==> config.mk <==
export PLATFORM = sky130hd
export DESIGN_NAME = irq_vector_ctrl
export DESIGN_NICKNAME = d
export VERILOG_FILES = /design/src/rtl/irqc_pkg.sv /design/src/rtl/irqc_regs.sv /design/src/rtl/irqc_arbiter.sv /design/src/rtl/irq_vector_ctrl.sv
export SDC_FILE = /design/constraint.sdc
export NUM_CORES = 1
export LEC_CHECK = 0
export BUFFER_PORTS_ARGS = -buffer_cell sky130_fd_sc_hd__buf_2
export CORE_MARGIN = 2
export CORE_UTILIZATION = 65
export CTS_CLUSTER_SIZE = 10
export DETAILED_ROUTE_END_ITERATION = 10
export PLACE_DENSITY = 0.85
export SYNTH_ARGS = -nofsm -noshare
export SYNTH_HDL_FRONTEND = slang
export SYNTH_HIERARCHICAL = 1
export SYNTH_SLANG_ARGS = --single-unit
==> constraint.sdc <==
create_clock -name clk -period 68.1 [get_ports clk]
set_input_delay 13.62 -clock clk [delete_from_list [all_inputs] [get_ports clk]]
set_output_delay 13.62 -clock clk [all_outputs]
set_load 0.02 [all_outputs]
==> src/rtl/irqc_pkg.sv <==
package irqc_pkg;

    localparam int REG_AW = 6;

    typedef enum logic [REG_AW-1:0] {
        RA_EN_SET   = 6'h00,
        RA_EN_CLR   = 6'h01,
        RA_PEND_CLR = 6'h02,
        RA_BASE     = 6'h03,
        RA_MASK     = 6'h04
    } reg_addr_e;

    localparam logic [REG_AW-1:0] RA_PRIO0 = 6'h20;
    localparam int                MASK_GDIS_BIT = 8;

    localparam logic [7:0]  EXC_NMI  = 8'd2;
    localparam logic [7:0]  EXC_DEV0 = 8'd16;
    localparam logic [31:0] OFS_NMI  = 32'h08;
    localparam logic [31:0] OFS_DEV0 = 32'h40;

    typedef struct packed {
        logic        valid;
        logic [7:0]  exc;
        logic [31:0] addr;
    } vec_out_t;

    function automatic logic [7:0] dev_exc(input logic [4:0] id);
        return EXC_DEV0 + {3'd0, id};
    endfunction

    function automatic logic [31:0] dev_offset(input logic [4:0] id);
        return OFS_DEV0 + {25'd0, id, 2'b00};
    endfunction

endpackage

==> src/rtl/irqc_regs.sv <==
module irqc_regs
    import irqc_pkg::*;
#(
    parameter int          NUM_IRQ   = 32,
    parameter int          PRIO_BITS = 3,
    parameter logic [31:0] TBL_RESET = 32'h0000_1000,
    localparam int         IDW       = (NUM_IRQ > 1) ? $clog2(NUM_IRQ) : 1
) (
    input  logic                          clk,
    input  logic                          rst,
    input  logic                          we,
    input  logic [REG_AW-1:0]             addr,
    input  logic [31:0]                   wdata,
    output logic [31:0]                   rdata,
    input  logic [NUM_IRQ-1:0]            irq_req,
    input  logic                          ack_clr,
    input  logic [IDW-1:0]                ack_id,
    output logic [NUM_IRQ-1:0]            en_q,
    output logic [NUM_IRQ-1:0]            pend_q,
    output logic [NUM_IRQ*PRIO_BITS-1:0]  prio_flat,
    output logic [31:0]                   base_q,
    output logic                          gdis_q,
    output logic [PRIO_BITS-1:0]          thr_q
);
    localparam int LOWB = 8 - PRIO_BITS;

    logic [NUM_IRQ-1:0]   req_d, rise, ack_mask, sw_clr;
    logic [PRIO_BITS-1:0] prio_q [NUM_IRQ];

    always_ff @(posedge clk) begin
        if (rst) req_d <= '0;
        else     req_d <= irq_req;
    end

    assign rise = irq_req & ~req_d;

    always_comb begin
        ack_mask = '0;
        if (ack_clr) ack_mask[ack_id] = 1'b1;
    end

    assign sw_clr = (we && addr == RA_PEND_CLR) ? wdata[NUM_IRQ-1:0] : '0;

    always_ff @(posedge clk) begin
        if (rst) begin
            pend_q <= '0;
            en_q   <= '0;
            base_q <= TBL_RESET & 32'hFFFF_FFFC;
            gdis_q <= 1'b0;
            thr_q  <= '0;
        end else begin
            pend_q <= rise | (pend_q & ~(ack_mask | sw_clr));
            if (we && addr == RA_EN_SET) en_q <= en_q | wdata[NUM_IRQ-1:0];
            if (we && addr == RA_EN_CLR) en_q <= en_q & ~wdata[NUM_IRQ-1:0];
            if (we && addr == RA_BASE)   base_q <= {wdata[31:2], 2'b00};
            if (we && addr == RA_MASK) begin
                gdis_q <= wdata[MASK_GDIS_BIT];
                thr_q  <= wdata[7:LOWB];
            end
        end
    end

    for (genvar g = 0; g < NUM_IRQ; g++) begin : g_prio
        always_ff @(posedge clk) begin
            if (rst)                                         prio_q[g] <= '0;
            else if (we && addr == RA_PRIO0 + REG_AW'(g))    prio_q[g] <= wdata[7:LOWB];
        end
        assign prio_flat[g*PRIO_BITS +: PRIO_BITS] = prio_q[g];
    end

    always_comb begin
        rdata = '0;
        case (addr)
            RA_EN_SET, RA_EN_CLR: rdata[NUM_IRQ-1:0] = en_q;
            RA_PEND_CLR:          rdata[NUM_IRQ-1:0] = pend_q;
            RA_BASE:              rdata = base_q;
            RA_MASK: begin
                rdata[MASK_GDIS_BIT] = gdis_q;
                rdata[7:0]           = 8'(thr_q) << LOWB;
            end
            default: begin
                for (int i = 0; i < NUM_IRQ; i++)
                    if (addr == RA_PRIO0 + REG_AW'(i)) rdata[7:0] = 8'(prio_q[i]) << LOWB;
            end
        endcase
    end

    // an acknowledge without a coincident new edge leaves the line clear
    assert_ack_clears_R10: assert property (@(posedge clk) disable iff (rst)
        (ack_clr && !rise[ack_id]) |=> !pend_q[$past(ack_id)]);

    // bits written to the clear-enable word are off afterwards
    assert_en_clear_R8: assert property (@(posedge clk) disable iff (rst)
        (we && addr == RA_EN_CLR) |=> ((en_q & $past(wdata[NUM_IRQ-1:0])) == '0));

endmodule

==> src/rtl/irqc_arbiter.sv <==
module irqc_arbiter #(
    parameter int  NUM_IRQ   = 32,
    parameter int  PRIO_BITS = 3,
    localparam int IDW       = (NUM_IRQ > 1) ? $clog2(NUM_IRQ) : 1
) (
    input  logic [NUM_IRQ-1:0]           pend,
    input  logic [NUM_IRQ-1:0]           en,
    input  logic [NUM_IRQ*PRIO_BITS-1:0] prio_flat,
    input  logic                         gdis,
    input  logic [PRIO_BITS-1:0]         thr,
    output logic                         hit,
    output logic [IDW-1:0]               win_id
);
    logic [PRIO_BITS-1:0] best;
    logic [PRIO_BITS-1:0] lvl;
    logic                 elig;

    // strict less-than keeps the lower index on equal levels
    always_comb begin
        hit    = 1'b0;
        win_id = '0;
        best   = '1;
        lvl    = '0;
        elig   = 1'b0;
        for (int i = 0; i < NUM_IRQ; i++) begin
            lvl  = prio_flat[i*PRIO_BITS +: PRIO_BITS];
            elig = pend[i] && en[i] && !gdis && ((thr == '0) || (lvl < thr));
            if (elig && (!hit || lvl < best)) begin
                hit    = 1'b1;
                best   = lvl;
                win_id = IDW'(i);
            end
        end
    end

    // a chosen line is always below a nonzero threshold
    always_comb begin
        if (hit && thr != '0)
            assert_thr_R7: assert (prio_flat[win_id*PRIO_BITS +: PRIO_BITS] < thr);
    end

endmodule

==> src/rtl/irq_vector_ctrl.sv <==
module irq_vector_ctrl
    import irqc_pkg::*;
#(
    parameter int          NUM_IRQ   = 32,
    parameter int          PRIO_BITS = 3,
    parameter logic [31:0] TBL_RESET = 32'h0000_1000
) (
    input  logic               clk,
    input  logic               rst,
    input  logic [NUM_IRQ-1:0] irq_req,
    input  logic               nmi,
    input  logic               reg_we,
    input  logic [5:0]         reg_addr,
    input  logic [31:0]        reg_wdata,
    output logic [31:0]        reg_rdata,
    input  logic               ack,
    output logic               irq_valid,
    output logic [7:0]         exc_num,
    output logic [31:0]        vec_addr
);
    localparam int IDW = (NUM_IRQ > 1) ? $clog2(NUM_IRQ) : 1;

    logic [NUM_IRQ-1:0]           en_q, pend_q;
    logic [NUM_IRQ*PRIO_BITS-1:0] prio_flat;
    logic [31:0]                  base_q;
    logic                         gdis_q;
    logic [PRIO_BITS-1:0]         thr_q;
    logic                         hit;
    logic [IDW-1:0]               win_id, cur_id;
    logic                         ack_clr;
    vec_out_t                     out_d, out_q;

    assign cur_id  = IDW'(out_q.exc - EXC_DEV0);
    assign ack_clr = ack && out_q.valid && (out_q.exc != EXC_NMI);

    irqc_regs #(.NUM_IRQ(NUM_IRQ), .PRIO_BITS(PRIO_BITS), .TBL_RESET(TBL_RESET)) u_regs (
        .clk(clk), .rst(rst), .we(reg_we), .addr(reg_addr), .wdata(reg_wdata),
        .rdata(reg_rdata), .irq_req(irq_req), .ack_clr(ack_clr), .ack_id(cur_id),
        .en_q(en_q), .pend_q(pend_q), .prio_flat(prio_flat), .base_q(base_q),
        .gdis_q(gdis_q), .thr_q(thr_q)
    );

    irqc_arbiter #(.NUM_IRQ(NUM_IRQ), .PRIO_BITS(PRIO_BITS)) u_arb (
        .pend(pend_q), .en(en_q), .prio_flat(prio_flat), .gdis(gdis_q),
        .thr(thr_q), .hit(hit), .win_id(win_id)
    );

    always_comb begin
        out_d = '0;
        if (nmi) begin
            out_d.valid = 1'b1;
            out_d.exc   = EXC_NMI;
            out_d.addr  = base_q + OFS_NMI;
        end else if (hit) begin
            out_d.valid = 1'b1;
            out_d.exc   = dev_exc(5'(win_id));
            out_d.addr  = base_q + dev_offset(5'(win_id));
        end
    end

    always_ff @(posedge clk) begin
        if (rst) out_q <= '0;
        else     out_q <= out_d;
    end

    assign irq_valid = out_q.valid;
    assign exc_num   = out_q.exc;
    assign vec_addr  = out_q.addr;

    logic [NUM_IRQ-1:0] live;
    assign live = en_q & pend_q;

    // a sampled non-maskable request is shown on the next cycle
    assert_nmi_first_R9: assert property (@(posedge clk) disable iff (rst)
        (!$past(rst) && $past(nmi)) |-> (irq_valid && exc_num == EXC_NMI));

    // no device request follows a cycle with global disable set
    assert_gdis_blocks_R6: assert property (@(posedge clk) disable iff (rst)
        (!$past(rst) && irq_valid && exc_num != EXC_NMI) |-> !$past(gdis_q));

    // device vector equals base plus four times the exception number
    assert_vec_addr_R4: assert property (@(posedge clk) disable iff (rst)
        (!$past(rst) && irq_valid && exc_num != EXC_NMI)
            |-> (vec_addr == $past(base_q) + {22'd0, exc_num, 2'b00}));

    // a shown device line was enabled and pending one cycle earlier
    assert_win_live_R8: assert property (@(posedge clk) disable iff (rst)
        (!$past(rst) && irq_valid && exc_num != EXC_NMI) |-> (($past(live) >> cur_id) & 1) != 0);

endmodule

### Word level (Yosys, flattened, before mapping)

Memory sizes are Yosys's and may differ from the RTL's.
Index checks and enable logic that the tools add are counted.

* bits in registers: 169
* output and inout bits: 73
* bits in writable memories: 96
* word-level logic and storage cells: 694
* input port bits: 75
* memories kept: 1

Memories
* u_regs.prio_q: depth 32, width 3, read ports 32, clocked after Yosys merged registers in 0, write ports 32, line irqc_regs.sv:28 `logic [PRIO_BITS-1:0] prio_q [NUM_IRQ];`

* $add $sub $neg: 5
* reduce and logical (&&, ||, !) cells: 267
* equality and inequality tests: 37
* mux-type cells: 267
* bitwise operators: 42
* magnitude comparators: 65

Operators by type and width (count)
* 8-bit two-way mux: 32
* 3-bit two-way mux: 67
* 6-bit == test, second input constant: 32
* 3-bit less-than comparator: 63
* 1-bit logical AND: 167
* 1-bit two-way mux: 132
* 32-bit two-way mux: 4
* 32-bit AND: 3
* 32-bit NOT: 3
* 32-bit OR: 3
* 41-bit two-way mux: 2
* 5-bit two-way mux: 16
* 23-bit one-hot mux with 3 select lines: 1
* 1-bit logical OR: 63
* 32-bit by 4-bit adder with 32-bit output, second input constant: 1
* 32-bit by 8-bit adder with 32-bit output: 1
* 1-bit zero test: 32
* 4-bit two-way mux: 8
* 1-bit OR: 32
* 8-bit one-hot mux with 4 select lines: 1
* 6-bit by 2-bit == test with 1-bit output, second input constant: 2
* 7-bit by 7-bit adder with 8-bit output, first input constant: 1
* 5-bit by 5-bit adder with 6-bit output, first input constant: 1
* 6-bit by 1-bit == test with 1-bit output, second input constant: 1
* other kinds (14): 15

### Depth between registers and ports, before layout

Gate-level depths: netlist of the first run.
An unclocked memory read counts as a cell.

* depth in word-level cells: 133
* mapped depth: 226
* mapped depth without buffers: 224

### Hierarchy

The synthesis of the first run kept the hierarchy.

Modules (own cells, without submodules)
* irqc_regs: instances 1, cells an instance 1137, area each 10759.1 um2, sequential area each 5485.3 um2
* irqc_arbiter: instances 1, cells an instance 993, area each 6945.4 um2, sequential area each 0.0 um2
* irq_vector_ctrl: instances 1, cells an instance 281, area each 2313.5 um2, sequential area each 780.7 um2

### Least setup slack after synthesis of the first run

Ideal clock, no wire load.

* path type: flip-flop to flip-flop
* start point: register u_regs.thr_q[1]
* end point: register out_q (netlist bit vec_addr[25])
* path buffers: 3
* period minus slack after synthesis: 37.931 ns
* library setup time: 0.070 ns
* data required time: 68.030 ns
* arrival: 37.860 ns
* stages on the path, launching flop included: 211
* slack: 30.169 ns
* path through: dfxtp_1 inv_1 ha_1 a211oi_1 o21ai_1 nor2_1 ha_1 a21oi_1 o21ai_0 nand2_1 o21ai_0 ha_1 o211a_1 or3_1 buf_2 a21oi_1 nand2_1 o21ai_0 (+175 left out) o21a_1 o21ai_0 nand2_1 a21boi_2 mux2_2 ha_1 a2111oi_0 or2_2 a2111oi_2 nand2_1 ha_1 inv_1 fa_1 nand2b_1 a21oi_2 o31ai_1 or4_1 a21oi_1

* word-level cells in the longest chain between the ends: 132

RTL lines
* from (decl): line irqc_regs.sv:23 `output logic [PRIO_BITS-1:0] thr_q`
* from (signal assigned): line irqc_regs.sv:58 `thr_q <= wdata[7:LOWB];`
* 3-bit less-than comparator / 3-bit zero test (equally long branches): line irqc_arbiter.sv:27 `elig = pend[i] && en[i] && !gdis && ((thr == '0) || (lvl < thr));`
* 1-bit logical OR: line irqc_arbiter.sv:27
* 1-bit logical AND: line irqc_arbiter.sv:27
* 3-bit two-way mux / 1-bit two-way mux (equally long branches): line irqc_arbiter.sv:28 `if (elig && (!hit || lvl < best)) begin`
* 3-bit less-than comparator / 1-bit zero test (equally long branches): line irqc_arbiter.sv:28
* 1-bit logical OR: line irqc_arbiter.sv:28
* 1-bit logical AND: line irqc_arbiter.sv:28
* 3-bit two-way mux / 1-bit two-way mux (equally long branches): line irqc_arbiter.sv:28
* (+117 left out)
* 1-bit logical OR: line irqc_arbiter.sv:28
* 1-bit logical AND: line irqc_arbiter.sv:28
* 5-bit two-way mux *: line irqc_arbiter.sv:28
* via win_id[2]: line irq_vector_ctrl.sv:29 `logic [IDW-1:0] win_id, cur_id;`
* 7-bit by 7-bit adder with 8-bit output *: line irqc_pkg.sv:32 `return OFS_DEV0 + {25'd0, id, 2'b00};`
* 32-bit by 8-bit adder with 32-bit output *: line irq_vector_ctrl.sv:57 `out_d.addr = base_q + dev_offset(5'(win_id));`
* 41-bit two-way mux *: line irq_vector_ctrl.sv:54 `end else if (hit) begin`
* 41-bit two-way mux *: line irq_vector_ctrl.sv:50 `if (nmi) begin`
* to (signal assigned): line irq_vector_ctrl.sv:63 `else out_q <= out_d;`
* to (decl): line irq_vector_ctrl.sv:31 `vec_out_t out_d, out_q;`

The timed path passes the listed nets; every way through them passes the cells marked *.
A chain may end at the register's enable or synchronous reset.

### Worst setup path in the final report of the first run

* start point: register u_regs.thr_q[0]
* end point: register out_q (netlist bit vec_addr[25])

The elaborated chain is that of the path after synthesis.

==> results.yml, run 1 <==
clocking:
  htreeDepth: 1
  cts-hold-fix-buffers: 0
  path_clk_slew_ns: 0.06
  cts_tree: "yes"
  cts_made_buffers: 31
  cts-resized-gates: 0
  clockBufferDepth: 3
  cts_root_buffer: "clkbuf_16"
  clkSinkCount: 265
  worst_skew_pair.late_latency_ns: 0.59
  cts_post_setup_buffers_inserted: 0
worst_setup_path:
  reg2regPathDepth: 210
  worstPathMaxFanout: 35
  cpMostUsedCell: "ha_1"
  cpMaxStageDelayCell: "a2111oi_0"
  setup.worst_path.start_class: "flop"
  timing.critical_path.to_type: "flop"
  slowest_delay_ns: 0.69
  worst_endpoint_required_time_ns: 68.61
  timing.critical_path.arrival_ns: 44.65
  crit_type: "reg2reg"
synth:
  synthDominantCellAreaShare_pct: 16.9
  synth.area.top_cells: "dfxtp_1 17%, edfxtp_1 14%, ha_1 6.8%"
  yosysSeqAreaShare_pct: 31.3
  post_synth_edffs: 96
  synth-main-ff-cell: "dfxtp_1"
  ys_seq_elements: 265
  syn-instance-count: 2411
  synth_top_cells_by_count: "243 x nor2_1, 212 x nand2_1, 179 x a21oi_1"
  yosysTopAreaCell: "dfxtp_1"
  yosysMostFrequentCell: "nor2_1"
  post_synthesis_cell_area_sq_um: 20000
  postSynth.asyncResetShare_pct: 0
  synth.lib_cells_used.distinct: 129
  synth_area_per_cell_sq_um: 8.30
  yosys_warnings: 6
status:
  run_status: "complete, no violations"
sta:
  tightest_slew_ns: 1.39
  timing.final.ws_setup_ns: 23.96
  period_share_pct: 64.8
  timing.final.setup_violations: 0
  slew_headroom_pct: 6.79
  fmax_mhz: 22.7
  final_hold_viol_count: 0
  min_period_ns: 44.14
  fin_tns_setup_ns: 0
  worst_clock_skew_ns: 0.0451
  grt_setup_unrepaired: "false"
  slew_viol_final: 0
hold_path:
  hold_depth: 2
  worst_hold_path_type: "reg2reg"
placed_design:
  hpwlAfterDp_mm: 50.0
  dpl_worst_slack_ns: 25.46
  finalWeightedCongestion: 1.05
  place.port_buffers: 145
routing:
  antenna_left: 0
  post_drt_via_cell_ratio: 6.96
  detailroute.via_count: 20200
  route.detailed.drc: 0
  finalWirelength_mm: 69.3
  routed_wire_length_per_instance_microns: 23.9
  drtPass1Iterations: 6
  drt-initial-drc-count: 2689
global_routing:
  grt_overflow_total: 0
  first_global_vias: 19000
  grtUsageTotal_pct: 41.1
  maximum_number_of_pins_on_one_net_before_global_route_repair: 87
  number_of_antenna_violations_at_the_first_check_in_global_routing: 1
  grt_first_pass_wirelength_mm: 107
die:
  rows: 64
  fp.dieArea_sq_um: 32200
  floorplan.core_area_sq_um: 30400
  initial_utilization_pct: 65.8
  die_w_microns: 179
  die_height_microns: 179
  num_io_pins: 148
power_and_ir_drop:
  irDropWorstVdd_mv: 0.0208
  total_power_uw: 381
  total_leakage_power_nw: 8.80
  cellPowerDensity_nw_per_um2: 17.5
layout:
  filler_cell_count: 2387
  layout-area-overhead-vs-synth_pct: 8.68
  post_route_cells_drive_above_1_share_pct: 12.5
  fin_nets: 2673
job:
  timing.max_cap.violations: 0
-- layout by cell type (no fill, tap or decap), types with 96 or more instances in the layout --
master,n
nor2_1,241
nand2_1,212
a21oi_1,179
dfxtp_1,169
buf_2,142
inv_1,119
o21ai_0,114
ha_1,108
nand2b_1,100
edfxtp_1,96
-- worst max-delay path: cells and delay by family (launching register included) --
family                   cells  cell delay, ns
AO/OA/AOI/OAI               77           17.41
adder cells (fa/ha/maj)     34            8.73
buffers and inverters       22            1.89
flip-flops                   1            0.31
multiplexers                19            5.53
AND/OR/NAND/NOR             58           10.19
-- cell type report --
cell class	count	area [sq um]	area share (%)
diodes	1	2.50	0.0115
well taps	396	495	2.28
inverters	119	447	2.05
clock inverters	2	13.8	0.0633
flip-flops and latches	265	6270	28.8
multi-input cells	1906	12800	58.7
repair buffers	166	891	4.09
clock buffers	44	875	4.02
-- per-stage QoR --
stage | utilization (%) | hold WS (ns) | cells | instance area (sq um)
floorplan | - | 0.430 | 2413 | 20000
global placement | 68.6 | 0.431 | 2852 | 20900
detailed placement | 68.6 | 0.440 | 2852 | 20900
CTS | 71.5 | 0.438 | 2898 | 21800
global route | 71.5 | 0.461 | 2899 | 21800
finish | 71.5 | 0.431 | 2899 | 21800
-- cells by family (layout without fill, tap and decap cells) --
group                      after synthesis  after routing  share of synthesized area (%)
AOI/OAI and AO/OA                      795            795                           28.2
and+or+nand+nor                        896            896                           23.2
DFF                                    265            265                           31.3
muxes                                   89             89                           4.71
adders and majority gates              118            118                           7.31
xor gates and xnor gates                 4              4                          0.175
other                                    2              5                         0.0375
buffers and inverters                  242            331                           5.06
-- power by group --
group          switching, mW  internal [mW]
registers            0.00905          0.171
logic                 0.0315         0.0186
clock network         0.0636         0.0870
-- layer usage --
metal / wire length [microns] / GRT usage (%) / vias to the layer above
met5: 0 / 0 / -
met4: 2840 / 16.0 / 0
met3: 8250 / 8.65 / 220
met2: 31000 / 65.4 / 1378
met1: 27300 / 55.1 / 9511
li1: - / - / 9060
-- final timing paths --
path                    start                 to  slack (ns)
min reg2reg  u_regs/req_d[15]  u_regs/pend_q[15]        0.43
max reg2reg   u_regs/thr_q[0]       vec_addr[25]       23.96
min          u_regs/req_d[15]  u_regs/pend_q[15]        0.43
max           u_regs/thr_q[0]       vec_addr[25]       23.96
No activity file was read; power rests on OpenSTA's default activity.
==> run 2: changes to the inputs <==
--- a/config.mk
+++ b/config.mk
@@ -7,10 +7,10 @@
 export LEC_CHECK = 0
 export BUFFER_PORTS_ARGS = -buffer_cell sky130_fd_sc_hd__buf_2
 export CORE_MARGIN = 2
-export CORE_UTILIZATION = 65
+export CORE_UTILIZATION = 62
 export CTS_CLUSTER_SIZE = 10
 export DETAILED_ROUTE_END_ITERATION = 10
-export PLACE_DENSITY = 0.85
+export PLACE_DENSITY = 0.82
 export SYNTH_ARGS = -nofsm -noshare
 export SYNTH_HDL_FRONTEND = slang
 export SYNTH_HIERARCHICAL = 1
==> constraint.sdc (replaced) <==
create_clock -name clk -period 43.8 [get_ports clk]
set_input_delay 8.76 -clock clk [delete_from_list [all_inputs] [get_ports clk]]
set_output_delay 8.76 -clock clk [all_outputs]
set_load 0.02 [all_outputs]
==> results.yml, run 2 (synthesis results as in run 1) <==
global_routing:
  first_global_vias: 18800
  number_of_antenna_violations_at_the_first_check_in_global_routing: 2
  grtUsageTotal_pct: 39.4
  maximum_number_of_pins_on_one_net_before_global_route_repair: 68
  grt_overflow_total: 0
  grt_first_pass_wirelength_mm: 104
worst_setup_path:
  timing.critical_path.arrival_ns: 41.93
  r2r_start: "u_regs/thr_q[2]"
  timing.rr.end: "vec_addr[21]"
  crit_type: "reg2reg"
  worst_endpoint_required_time_ns: 44.26
  worstPathMaxFanout: 32
  setup.worst_path.start_class: "flop"
  reg2regPathDepth: 213
  slowest_delay_ns: 0.50
  cpMostUsedCell: "ha_1"
  cpMaxStageDelayCell: "or4_1"
  timing.critical_path.to_type: "flop"
  setup.reg_to_reg.worst_slack_ns: 2.33
sta:
  tightest_slew_ns: 1.08
  fmax_mhz: 24.1
  slew_viol_final: 0
  period_share_pct: 94.7
  hold-worst-slack_ns: 0.450
  min_period_ns: 41.47
  fin_tns_setup_ns: 0
  worst_clock_skew_ns: 0.0100
  slew_headroom_pct: 27.7
  timing.final.setup_violations: 0
  final_hold_viol_count: 0
power_and_ir_drop:
  seqPwrFrac_pct: 44.8
  power_switching_uw: 167
  power.internal_uw: 458
  combPwrFrac_pct: 12.5
  cellPowerDensity_nw_per_um2: 28.3
  total_power_uw: 625
  irDropWorstVdd_mv: 0.0293
  switching_share_pct: 26.7
  total_leakage_power_nw: 8.93
  power.clock.fraction_pct: 42.7
layout:
  post-route-util_pct: 69.9
  final_area_sq_um: 22100
  fin_nets: 2684
  post_route_cells_drive_above_1_share_pct: 13.8
  layout-area-overhead-vs-synth_pct: 10.5
  most_frequent_cells_in_the_layout: "240 x nor2_1, 211 x nand2_1, 173 x a21oi_1"
  final_common_cell: "nor2_1"
clocking:
  clkSinkCount: 265
  clockBufferDepth: 3
  path_clk_slew_ns: 0.05
  htreeDepth: 2
  worst_skew_pair.late_latency_ns: 0.54
  cts_tree: "yes"
  cts_root_buffer: "clkbuf_16"
  cts_made_buffers: 34
hold_path:
  hold-path-endpoint: "u_regs/pend_q[26]"
  worst_hold_path_type: "reg2reg"
  hold_path.startpoint: "u_regs/req_d[26]"
  hold_depth: 2
routing:
  antenna_left: 0
  drt-initial-drc-count: 2667
  post_drt_via_cell_ratio: 6.90
  drtPass1Iterations: 6
  detailroute.via_count: 20100
  routed_wire_length_per_instance_microns: 23.4
  finalWirelength_mm: 68.4
  route.detailed.drc: 0
die:
  initial_utilization_pct: 63.3
  num_io_pins: 148
  die_w_microns: 184
  die_height_microns: 184
  fp.dieArea_sq_um: 33700
  floorplan.core_area_sq_um: 31600
  rows: 65
status:
  run_status: "complete, no violations"
placed_design:
  hpwlAfterDp_mm: 49.1
  placedInstanceArea_sq_um: 20900
  place.port_buffers: 145
  finalWeightedCongestion: 1.01
job:
  timing.max_cap.violations: 0
-- run 2: cell types whose count changed in the layout (fill, tap and decap cells not counted), moves of 4 or more --
cell       change
clkbuf_8       -5
o21ai_0        -4
clkbuf_16      +4
a21oi_1        -6
buf_4          +6
a21oi_2        +4
-- run 2: worst max-delay path, delay by kind of cell (launching register included) --
family                   cells  cell delay, ns
AO/OA/AOI/OAI               73           13.93
AND/OR/NAND/NOR             64           10.44
adder cells (fa/ha/maj)     34            8.77
multiplexers                19            5.77
buffers and inverters       23            1.98
flip-flops                   1            0.39
-- run 2: worst max path at each step --
| stage | from | endpoint | cells past startpoint |
|---|---|---|---|
| floorplan | u_regs/thr_q[1] | vec_addr[25] | 210 |
| global placement | u_regs/thr_q[1] | vec_addr[25] | 209 |
| detailed placement | u_regs/thr_q[0] | vec_addr[21] | 209 |
| CTS | u_regs/thr_q[0] | vec_addr[21] | 209 |
| global route | u_regs/thr_q[2] | vec_addr[25] | 214 |
| finish | u_regs/thr_q[2] | vec_addr[21] | 213 |
-- run 2: power by group through the flow --
stage | Sequential [mW] | Clock, mW | Combinational [mW]
after floorplan | 0.278 | 0 | 0.0530
after global placement | 0.284 | 0 | 0.0727
after detailed placement | 0.284 | 0 | 0.0746
after CTS | 0.279 | 0.269 | 0.0752
after global routing | 0.281 | 0.278 | 0.0847
final | 0.280 | 0.267 | 0.0783
-- run 2: cell type report --
type / count / area (sq um)
Clock buffer: 44 / 910
Timing Repair Buffer: 173 / 947
Tap cell: 402 / 503
Inverter: 119 / 447
Antenna cell: 2 / 5.00
Multi-Input combinational cell: 1907 / 12900
Clock inverter: 7 / 129
Sequential cell: 265 / 6270
Fill cell: 2604 / 9520
-- run 2: layer usage --
| layer | vias to the layer above | part of all wire (%) | GRT usage, % | wire length, microns |
|---|---|---|---|---|
| met5 | - | 0 | 0 | 0 |
| met4 | 0 | 4.8 | 17.1 | 3280 |
| met3 | 253 | 11 | 7.29 | 7660 |
| met2 | 1325 | 44 | 61.5 | 29900 |
| met1 | 9448 | 40 | 53.4 | 27600 |
| li1 | 9102 | - | - | - |
-- run 2: stage by stage --
step / cells / setup slack [ns]
6_report: 2919 / 2.33
5_1_grt: 2918 / -0.123
4_1_cts: 2912 / 1.03
3_5_place_dp: 2861 / 1.28
3_3_place_gp: 2861 / 2.77
2_1_floorplan: 2413 / 5.87
-- run 2: what timing repair did --
item                       CTS  global route
buffers inserted             0             4
resized for setup            0            33
hold buffers                 0             0
setup endpoints to repair    0            36
